$ cat config.mk
export PLATFORM = sky130hd
export DESIGN_NAME = ssv_stepper
export DESIGN_NICKNAME = d
export VERILOG_FILES = /design/src/rtl/ssv_pkg.sv /design/src/rtl/ssv_octant.sv /design/src/rtl/ssv_axis.sv /design/src/rtl/ssv_seq.sv /design/src/rtl/ssv_stepper.sv
export SDC_FILE = /design/constraint.sdc
export NUM_CORES = 1
export LEC_CHECK = 0
export BUFFER_PORTS_ARGS = -buffer_cell sky130_fd_sc_hd__buf_2
export CAP_MARGIN = 25
export CORE_MARGIN = 2
export CORE_UTILIZATION = 40
export DETAILED_ROUTE_END_ITERATION = 10
export HOLD_SLACK_MARGIN = 0.08
export PLACE_DENSITY = 0.6
export SYNTH_ARGS = -nofsm -noshare
export SYNTH_HDL_FRONTEND = slang
export SYNTH_SLANG_ARGS = --single-unit
export TNS_END_PERCENT = 10
$ cat constraint.sdc
create_clock -name clk -period 4.1 [get_ports clk]
set_input_delay 0.82 -clock clk [delete_from_list [all_inputs] [get_ports clk]]
set_output_delay 0.82 -clock clk [all_outputs]
set_load 0.05 [all_outputs]
$ cat src/rtl/ssv_pkg.sv
package ssv_pkg;
   typedef logic signed [1:0] delta_t;
   localparam int DIR_W = 3;
endpackage

$ cat src/rtl/ssv_octant.sv
module ssv_octant
   import ssv_pkg::*;
#(
   parameter bit Y_DOWN = 1'b1
) (
   input  logic [DIR_W-1:0] dir,
   output delta_t           dx,
   output delta_t           dy
);
   delta_t up;

   always_comb begin
      case (dir)
         3'd0:    begin dx = 2'sd1;  up = 2'sd0;  end
         3'd1:    begin dx = 2'sd1;  up = 2'sd1;  end
         3'd2:    begin dx = 2'sd0;  up = 2'sd1;  end
         3'd3:    begin dx = -2'sd1; up = 2'sd1;  end
         3'd4:    begin dx = -2'sd1; up = 2'sd0;  end
         3'd5:    begin dx = -2'sd1; up = -2'sd1; end
         3'd6:    begin dx = 2'sd0;  up = -2'sd1; end
         default: begin dx = 2'sd1;  up = -2'sd1; end
      endcase
   end

   generate
      if (Y_DOWN) begin : g_screen
         assign dy = -up;
      end else begin : g_math
         assign dy = up;
      end
   endgenerate


   always_comb begin
      diag_code_chk: assert (((dx != 2'sd0) && (dy != 2'sd0)) == dir[0]);
   end
endmodule

$ cat src/rtl/ssv_axis.sv
module ssv_axis
   import ssv_pkg::*;
#(
   parameter int CW = 12
) (
   input  logic          clk,
   input  logic          rst_n,
   input  logic          load,
   input  logic [CW-1:0] load_val,
   input  logic          step,
   input  delta_t        delta,
   output logic [CW-1:0] q
);
   generate
      if (CW < 2) begin : g_bad_cw
         $error("ssv_axis: CW must be at least 2");
      end
   endgenerate

   logic [CW-1:0] delta_ext;
   assign delta_ext = {{(CW-2){delta[1]}}, delta};

   always_ff @(posedge clk) begin
      if (!rst_n)    q <= '0;
      else if (load) q <= load_val;
      else if (step) q <= q + delta_ext;
   end


   hold_chk: assert property (@(posedge clk) disable iff (!rst_n)
      (!load && !step) |=> $stable(q));
endmodule

$ cat src/rtl/ssv_seq.sv
module ssv_seq
   import ssv_pkg::*;
#(
   parameter int LEN_W = 4,
   parameter int NVEC  = 2
) (
   input  logic                         clk,
   input  logic                         rst_n,
   input  logic                         cmd_valid,
   input  logic [(LEN_W+4)*NVEC-1:0]    cmd_word,
   input  logic                         lpo_in,
   output logic                         cmd_ready,
   output logic                         busy,
   output logic                         step,
   output logic                         we,
   output logic [DIR_W-1:0]             dir
);
   localparam int VEC_W  = LEN_W + 1 + DIR_W;
   localparam int WORD_W = VEC_W * NVEC;
   localparam int IDX_W  = (NVEC > 1) ? $clog2(NVEC) : 1;
   localparam logic [IDX_W-1:0] LAST_IDX = IDX_W'(NVEC - 1);

   generate
      if (LEN_W < 1 || NVEC < 1) begin : g_bad_cfg
         $error("ssv_seq: LEN_W and NVEC must be positive");
      end
   endgenerate

   logic              busy_q;
   logic [IDX_W-1:0]  idx_q;
   logic [LEN_W-1:0]  cnt_q;
   logic [WORD_W-1:0] word_q;
   logic              lpo_q;

   logic [VEC_W-1:0]  cur_vec;
   logic [LEN_W-1:0]  len;
   logic              draw;
   logic              is_last;
   logic              final_vec;
   logic              accept;

   assign cur_vec   = word_q[int'(idx_q)*VEC_W +: VEC_W];
   assign len       = cur_vec[LEN_W-1:0];
   assign draw      = cur_vec[LEN_W];
   assign dir       = cur_vec[VEC_W-1 -: DIR_W];
   assign is_last   = (cnt_q == len);
   assign final_vec = (idx_q == LAST_IDX);
   assign accept    = cmd_valid && !busy_q;

   assign cmd_ready = !busy_q;
   assign busy      = busy_q;
   assign step      = busy_q && !is_last;
   assign we        = busy_q && draw && !(is_last && lpo_q);

   always_ff @(posedge clk) begin
      if (!rst_n) begin
         busy_q <= 1'b0;
         idx_q  <= '0;
         cnt_q  <= '0;
         word_q <= '0;
         lpo_q  <= 1'b0;
      end else if (accept) begin
         busy_q <= 1'b1;
         idx_q  <= '0;
         cnt_q  <= '0;
         word_q <= cmd_word;
         lpo_q  <= lpo_in;
      end else if (busy_q) begin
         if (!is_last) begin
            cnt_q <= cnt_q + LEN_W'(1);
         end else if (final_vec) begin
            busy_q <= 1'b0;
         end else begin
            idx_q <= idx_q + IDX_W'(1);
            cnt_q <= '0;
         end
      end
   end


   accept_chk: assert property (@(posedge clk) disable iff (!rst_n)
      (cmd_valid && cmd_ready) |=> busy);


   cnt_bound_chk: assert property (@(posedge clk) disable iff (!rst_n)
      busy_q |-> (cnt_q <= len));


   done_chk: assert property (@(posedge clk) disable iff (!rst_n)
      $fell(busy_q) |-> $past(is_last && final_vec));
endmodule

$ cat src/rtl/ssv_stepper.sv
module ssv_stepper
   import ssv_pkg::*;
#(
   parameter int CW     = 12,
   parameter int LEN_W  = 4,
   parameter int NVEC   = 2,
   parameter bit Y_DOWN = 1'b1
) (
   input  logic                       clk,
   input  logic                       rst_n,
   input  logic                       pos_load,
   input  logic [CW-1:0]              pos_x_in,
   input  logic [CW-1:0]              pos_y_in,
   input  logic                       last_pel_off,
   input  logic                       cmd_valid,
   output logic                       cmd_ready,
   input  logic [(LEN_W+4)*NVEC-1:0]  cmd_word,
   output logic                       pix_we,
   output logic [CW-1:0]              pix_x,
   output logic [CW-1:0]              pix_y,
   output logic [CW-1:0]              cur_x,
   output logic [CW-1:0]              cur_y,
   output logic                       busy
);
   localparam int NAX = 2;
   localparam logic [CW-1:0] ONE  = CW'(1);
   localparam logic [CW-1:0] MONE = '1;

   logic             step;
   logic [DIR_W-1:0] dir;
   delta_t           dx, dy;
   logic             axis_load;
   logic [CW-1:0]    load_val [NAX];
   delta_t           delta    [NAX];
   logic [CW-1:0]    pos      [NAX];

   ssv_seq #(.LEN_W(LEN_W), .NVEC(NVEC)) u_seq (
      .clk       (clk),
      .rst_n     (rst_n),
      .cmd_valid (cmd_valid),
      .cmd_word  (cmd_word),
      .lpo_in    (last_pel_off),
      .cmd_ready (cmd_ready),
      .busy      (busy),
      .step      (step),
      .we        (pix_we),
      .dir       (dir)
   );

   ssv_octant #(.Y_DOWN(Y_DOWN)) u_oct (
      .dir (dir),
      .dx  (dx),
      .dy  (dy)
   );

   assign axis_load   = pos_load && !busy;
   assign load_val[0] = pos_x_in;
   assign load_val[1] = pos_y_in;
   assign delta[0]    = dx;
   assign delta[1]    = dy;

   generate
      for (genvar a = 0; a < NAX; a++) begin : g_axis
         ssv_axis #(.CW(CW)) u_axis (
            .clk      (clk),
            .rst_n    (rst_n),
            .load     (axis_load),
            .load_val (load_val[a]),
            .step     (step),
            .delta    (delta[a]),
            .q        (pos[a])
         );
      end
   endgenerate

   assign cur_x = pos[0];
   assign cur_y = pos[1];
   assign pix_x = pos[0];
   assign pix_y = pos[1];


   unit_step_x_chk: assert property (@(posedge clk) disable iff (!rst_n)
      $past(busy) |-> ((CW'(cur_x - $past(cur_x)) == '0) ||
                       (CW'(cur_x - $past(cur_x)) == ONE) ||
                       (CW'(cur_x - $past(cur_x)) == MONE)));


   unit_step_y_chk: assert property (@(posedge clk) disable iff (!rst_n)
      $past(busy) |-> ((CW'(cur_y - $past(cur_y)) == '0) ||
                       (CW'(cur_y - $past(cur_y)) == ONE) ||
                       (CW'(cur_y - $past(cur_y)) == MONE)));
endmodule

### Yosys cells after proc, flatten, opt, wreduce, memory -nomap -nowiden

Index checks and enable logic that the tools add are counted.

| word-level totals | value |
|---|---|
| register bits after elaboration | 47 |
| input port bits | 45 |
| output and inout bits | 51 |
| word-level logic and storage cells | 53 |

| operators by class | value |
|---|---|
| add/sub/neg operators | 5 |
| equality and inequality tests | 8 |
| shift operators | 1 |
| muxes and demuxes | 13 |
| bitwise operators | 1 |
| reductions and logical operators | 18 |

Operator list:

| operator | number |
|---|---|
| 2-to-1 mux 12 bit | 4 |
| adder 12 bit | 2 |
| indexed part select 16 x 5 -> 8 bit | 1 |
| == test 3 bit, second input constant | 3 |
| 2-to-1 mux 4 bit | 2 |
| one-hot mux 2 bit (2 select lines) | 2 |
| == test 3 x 2 -> 1 bit, second input constant | 2 |
| logical AND 1 bit | 6 |
| OR reduction 2 bit | 3 |
| OR reduction 3 bit | 2 |
| 2-to-1 mux 1 bit | 5 |
| adder 4 x 1 -> 4 bit, second input constant | 1 |
| == test 4 bit | 1 |
| AND reduction 2 bit | 2 |
| == test 3 x 1 -> 1 bit, second input constant | 1 |
| zero test 1 bit | 3 |
| zero test 3 bit | 1 |
| != test 2 bit, second input constant | 1 |
| negation 2 bit | 1 |
| nonzero test 2 bit | 1 |
| adder 1 bit, second input constant | 1 |
| NOT 1 bit | 1 |

### Logic depth before layout (Yosys ltp)

| depth | value |
|---|---|
| word-level depth | 8 |
| mapped depth | 13 |
| gate-level depth less buffers | 11 |

### Modules after synthesis

Synthesis repeated with hierarchy kept, for this count alone.

| second synthesis, totals | value |
|---|---|
| cell total of the unflattened synthesis | 398 |
| area total of the unflattened synthesis | 3383.2 um^2 |

Modules (own cells, without submodules):

| module | instances | cells an instance | area each (um^2) | seq. area each (um^2) |
|---|---|---|---|---|
| ssv_seq | 1 | 123 | 1062.3 | 460.4 |
| ssv_axis (g_axis[0].u_axis) | 1 | 123 | 1043.5 | 240.2 |
| ssv_axis (g_axis[1].u_axis) | 1 | 122 | 1041.0 | 240.2 |
| ssv_stepper | 1 | 25 | 193.9 | 0.0 |
| ssv_octant | 1 | 5 | 42.5 | 0.0 |

### Worst setup path before layout

OpenSTA, ideal clock, no wires.

| timing path | value |
|---|---|
| path type | register to output |
| start point | reg u_seq.busy_q (netlist: u_seq.busy) |
| end point | out pix_we |
| arrival | 2.759 ns |
| data required time | 3.280 ns |
| setup slack | 0.521 ns |
| cell stages (with the launch flop) | 4 |
| path buffers | 1 |
| path through | dfxtp_1 buf_2 clkinv_1 a211oi_1 |

| on the way | value |
|---|---|
| longest elaborated chain between the ends | 2 |

RTL lines:

| element | RTL line | text |
|---|---|---|
| start: declaration | ssv_seq.sv:29 | `logic busy_q;` |
| start signal: assignment | ssv_seq.sv:57 | `busy_q <= 1'b0;` |
| start signal: assignment | ssv_seq.sv:63 | `busy_q <= 1'b1;` |
| start signal: assignment | ssv_seq.sv:72 | `busy_q <= 1'b0;` |
| logical AND 1 bit (2 in a row) | ssv_seq.sv:53 | `assign we = busy_q && draw && !(is_last && lpo_q);` |
| end: declaration | ssv_stepper.sv:18 | `output logic pix_we,` |

Every way passes these cells.

### Worst setup path after layout

| timing path | value |
|---|---|
| start point | reg u_seq.idx_q (netlist: u_seq.final_vec) |
| end point | out pix_we |

| on the way | value |
|---|---|
| longest elaborated chain between the ends | 5 |
| elaborated cells between the ends (all ways) | 6 |
| classes of those cells | eq/ne: 1; shift: 1; reduce/logical: 4 |

RTL lines:

| element | RTL line | text |
|---|---|---|
| start: declaration | ssv_seq.sv:30 | `logic [IDX_W-1:0] idx_q;` |
| start signal: assignment | ssv_seq.sv:74 | `idx_q <= idx_q + IDX_W'(1);` |
| indexed part select 16 x 5 -> 8 bit (*) | ssv_seq.sv:42 | `assign cur_vec = word_q[int'(idx_q)*VEC_W +: VEC_W];` |
| == test 4 bit | ssv_seq.sv:46 | `assign is_last = (cnt_q == len);` |
| logical AND 1 bit | ssv_seq.sv:53 |  |
| zero test 1 bit | ssv_seq.sv:53 |  |
| logical AND 1 bit (*) | ssv_seq.sv:53 |  |

Mark *: on every way between the ends. The rest lies on a longest branch, timed or not.

==> impl_metrics.prom <==
# TYPE chip_impl_metric gauge
chip_impl_info{name="outcome",value="finished, final reports clean"} 1
chip_impl_metric{name="syn_nets",unit=""} 480
chip_impl_metric{name="drt-wirelength-per-cell",unit="um"} 14.5
chip_impl_metric{name="final-hold-violation-count",unit=""} 0
chip_impl_info{name="commonest_cells_post_synth",value="58 x sky130_fd_sc_hd__nand2_1, 47 x sky130_fd_sc_hd__a21oi_1, 47 x sky130_fd_sc_hd__dfxtp_1, 26 x sky130_fd_sc_hd__nor2_1"} 1
chip_impl_info{name="synth.most_common_cell",value="sky130_fd_sc_hd__nand2_1"} 1
chip_impl_metric{name="leakagePower",unit="nW"} 1.72
chip_impl_info{name="cp-end-kind",value="output pin"} 1
chip_impl_metric{name="max-vdd-ir-drop",unit="mV"} 0.160
chip_impl_metric{name="areaGrowthSynthToFinish",unit="%"} 14.1
chip_impl_metric{name="cts.repair.resized",unit=""} 0
chip_impl_metric{name="finalInstanceArea",unit="sq mm"} 0.00377
chip_impl_metric{name="syn-instance-count",unit=""} 409
chip_impl_metric{name="row_count",unit=""} 33
chip_impl_metric{name="port_buffers",unit=""} 95
chip_impl_metric{name="multi_input_area",unit="sq mm"} 0.00207
chip_impl_metric{name="critical_path_peak_fanout",unit=""} 15
chip_impl_info{name="cp_cell_sequence",value="mux2i_1, xnor2_1, and4bb_1, a211oi_1, buf_2"} 1
chip_impl_metric{name="start_util",unit="%"} 40.8
chip_impl_metric{name="mappedNetlistArea",unit="sq mm"} 0.00330
chip_impl_metric{name="grt_pass1_vias",unit=""} 2762
chip_impl_metric{name="remaining_drc_errors",unit=""} 0
chip_impl_metric{name="synth.area.mux_share",unit="%"} 3.94
chip_impl_info{name="synth_top_family_by_area",value="compound AO/OA/AOI/OAI gates"} 1
chip_impl_metric{name="worstMarginPinSlew",unit="ns"} 1.02
chip_impl_metric{name="synth_edf_count",unit=""} 0
chip_impl_metric{name="regToRegSetupSlack",unit="ns"} 0.88
chip_impl_metric{name="worst_setup_hold_path_clk_slew",unit="ns"} 0.10
chip_impl_info{name="delay_heaviest_family_cp",value="flip-flops"} 1
chip_impl_metric{name="dieArea",unit="sq mm"} 0.00900
chip_impl_metric{name="cts-buffers-inserted",unit=""} 5
chip_impl_info{name="yosys.area.top_type",value="sky130_fd_sc_hd__dfxtp_1"} 1
chip_impl_metric{name="cp.required",unit="ns"} 3.28
chip_impl_metric{name="grt_pass1_wl",unit="mm"} 13.5
chip_impl_metric{name="clockBufferDepth",unit=""} 2
chip_impl_metric{name="cpPeakStageDelay",unit="ns"} 0.71
chip_impl_metric{name="timing.final.crit_share",unit="%"} 79.7
chip_impl_metric{name="fp.coreArea",unit="sq mm"} 0.00809
chip_impl_metric{name="grt_remaining_overflow",unit=""} 0
chip_impl_metric{name="holdBufCountCts",unit=""} 0
chip_impl_info{name="critical_path.slowest_cell",value="sky130_fd_sc_hd__dfxtp_1"} 1
chip_impl_metric{name="fin_skew",unit="ns"} 0.00792
chip_impl_metric{name="cp_num_buf_inv",unit=""} 1
chip_impl_metric{name="cts.htree.levels",unit=""} 2
chip_impl_metric{name="boundaryPins",unit=""} 96
chip_impl_metric{name="cts_sinks",unit=""} 47
chip_impl_metric{name="post-route-min-period",unit="ns"} 3.27
chip_impl_metric{name="die_height",unit="um"} 94.9
chip_impl_metric{name="synth_area_per_cell",unit="sq um"} 8.07
chip_impl_info{name="synth_top_cells_by_area",value="sky130_fd_sc_hd__dfxtp_1 28%, sky130_fd_sc_hd__ha_1 9.1%, sky130_fd_sc_hd__a21oi_1 7.1%"} 1
chip_impl_metric{name="layout_setup_ws",unit="ns"} 0.833
chip_impl_metric{name="worstSkewPairLatency",unit="ns"} 0.31
chip_impl_metric{name="synth_top_area_share",unit="%"} 28.5
chip_impl_metric{name="sequential_cell_area",unit="sq um"} 941
chip_impl_metric{name="design.final.nets",unit=""} 543
chip_impl_info{name="grt_setup_unrepaired",value="no"} 1
chip_impl_metric{name="setup-tns-final",unit="ns"} 0
chip_impl_metric{name="setup-violations-final",unit=""} 0
chip_impl_metric{name="antenna-diode-count",unit=""} 0
chip_impl_metric{name="timing.final.max_slew_violations",unit=""} 0
chip_impl_info{name="cell_chosen_for_the_clock_root",value="sky130_fd_sc_hd__clkbuf_8"} 1
chip_impl_info{name="ys.flop_type",value="sky130_fd_sc_hd__dfxtp_1"} 1
chip_impl_metric{name="die-width",unit="um"} 94.9
chip_impl_metric{name="power.density",unit="mW/mm^2"} 421
chip_impl_metric{name="global_route.usage.total",unit="%"} 19.0
chip_impl_metric{name="grt_max_degree",unit=""} 30
chip_impl_metric{name="first_pass_iters",unit=""} 4
chip_impl_metric{name="asyncSetResetFlopFracSynth",unit="%"} 0
chip_impl_metric{name="final.fill_count",unit=""} 886
chip_impl_metric{name="route.vias.total",unit=""} 3054
chip_impl_metric{name="detailed_place.area",unit="sq mm"} 0.00364
chip_impl_metric{name="ys_warn_count",unit=""} 0
chip_impl_metric{name="area_fraction_in_compound_gates_after_synthesis",unit="%"} 26.8
chip_impl_metric{name="count_of_unique_library_cells_instantiated_by_yosys",unit=""} 53
chip_impl_metric{name="routed_wl",unit="mm"} 8.41
chip_impl_metric{name="report.power.total",unit="W"} 0.00159
chip_impl_metric{name="drt_first_iter_violations",unit=""} 94
chip_impl_metric{name="post_synth_fa_ha_maj_area_fraction",unit="%"} 10.3
chip_impl_metric{name="synth-seq-area-share",unit="%"} 28.5
chip_impl_metric{name="layout-drive-gt1-share",unit="%"} 24.3
chip_impl_info{name="cts_tree",value="yes"} 1
chip_impl_metric{name="antenna_found_initial",unit=""} 0
chip_impl_metric{name="post-place-ws",unit="ns"} 0.900
chip_impl_metric{name="max_freq",unit="MHz"} 306
chip_impl_metric{name="max-cap-violations",unit=""} 0
chip_impl_info{name="timing.hold.worst.class",value="register to register"} 1
chip_impl_metric{name="dp_hpwl",unit="mm"} 6.22
chip_impl_metric{name="postCtsSetupRepairBufs",unit=""} 0
chip_impl_metric{name="cp.arrival",unit="ns"} 2.45
chip_impl_info{name="worstSetupStartpointType",value="register"} 1
chip_impl_metric{name="synth-simple-area-share",unit="%"} 17.3
chip_impl_metric{name="synth-xor-area-share",unit="%"} 3.98
chip_impl_metric{name="vias_per_cell",unit=""} 5.28
chip_impl_info{name="critical_path_class",value="register to output pin"} 1
chip_impl_metric{name="post_drt_antenna_nets",unit=""} 0
chip_impl_metric{name="relSlewSlack",unit="%"} 32.1
chip_impl_metric{name="routability_congestion",unit=""} 0.872
chip_impl_metric{name="synth_seq_cells",unit=""} 47
final cells by class:
type	count	share of cell area (%)
tap	105	3.49
clock buffer	5	1.83
timing repair buffer	98	13.7
sequential	47	25.0
clock inverter	3	0.531
inverter	6	0.598
multi-input combinational	314	54.8
kinds of logic (layout without fill, tap and decap cells):
logic type / count (synthesis) / after routing
mux: 13 / 13
xor+xnor: 15 / 15
flops: 47 / 47
compound gates: 137 / 137
simple gates: 123 / 123
buf+inv: 48 / 112
fa+ha+maj: 26 / 26
state kept, by name (all words and copies together), names as in the netlist:
name             flops
u_seq.busy           1
u_seq.word_q        16
u_seq.final_vec      1
u_seq.cnt_q          4
u_seq.lpo_q          1
g_axis.u_axis.q     24
tightest hold or removal path, stage by stage (launching register included):
cell	delay (ns)
sky130_fd_sc_hd__dfxtp_1	0.32
sky130_fd_sc_hd__nand2_1	0.05
sky130_fd_sc_hd__a21oi_1	0.05
layer usage:
metal  track usage (%)  share of wire [%]  wire length (um)
met2              31.4                 45              3800
met3              3.11                5.0               423
met5                 0                  0                 0
met4              4.83                1.0                85
met1              25.7                 49              4100
power by group:
group | switching, W | internal, W | leakage, nW
clock | 0.000171 | 0.000119 | 0.0402
combinational | 0.000500 | 0.000243 | 1.29
sequential | 0.0000516 | 0.000500 | 0.387
total | 0.000723 | 0.000863 | 1.72
through the flow:
stage	hold WS, ns	std cells	util (%)
final	0.465	578	46.6
after global routing	0.477	578	46.6
after CTS	0.465	576	46.1
after detailed placement	0.451	568	45.0
after global placement	0.443	568	45.0
after floorplan	0.436	409	-
cells in the final DEF, fill, tap and decap left out, drive strengths merged, types with 4 or more instances in the layout:
cell	count
clkbuf	5
mux2i	13
nand2	59
a31oi	5
nand3	6
a21o	10
nor3	7
inv	5
nor2	27
xnor2	11
nand2b	8
o211ai	5
a21oi	48
ha	24
o21ai	25
a22oi	4
a211o	4
dfxtp	47
xor2	4
buf	98
a211oi	13
final timing paths:
check                         from                     to  cells past startpoint
setup / recovery   u_seq.final_vec                 pix_we                      5
hold / removal    u_seq.word_q[10]       u_seq.word_q[10]                      2
setup reg to reg   u_seq.final_vec  g_axis[1].u_axis.q[7]                      8
hold reg to reg   u_seq.word_q[10]       u_seq.word_q[10]                      2
Note: power is estimated with default switching activity, not from simulation.
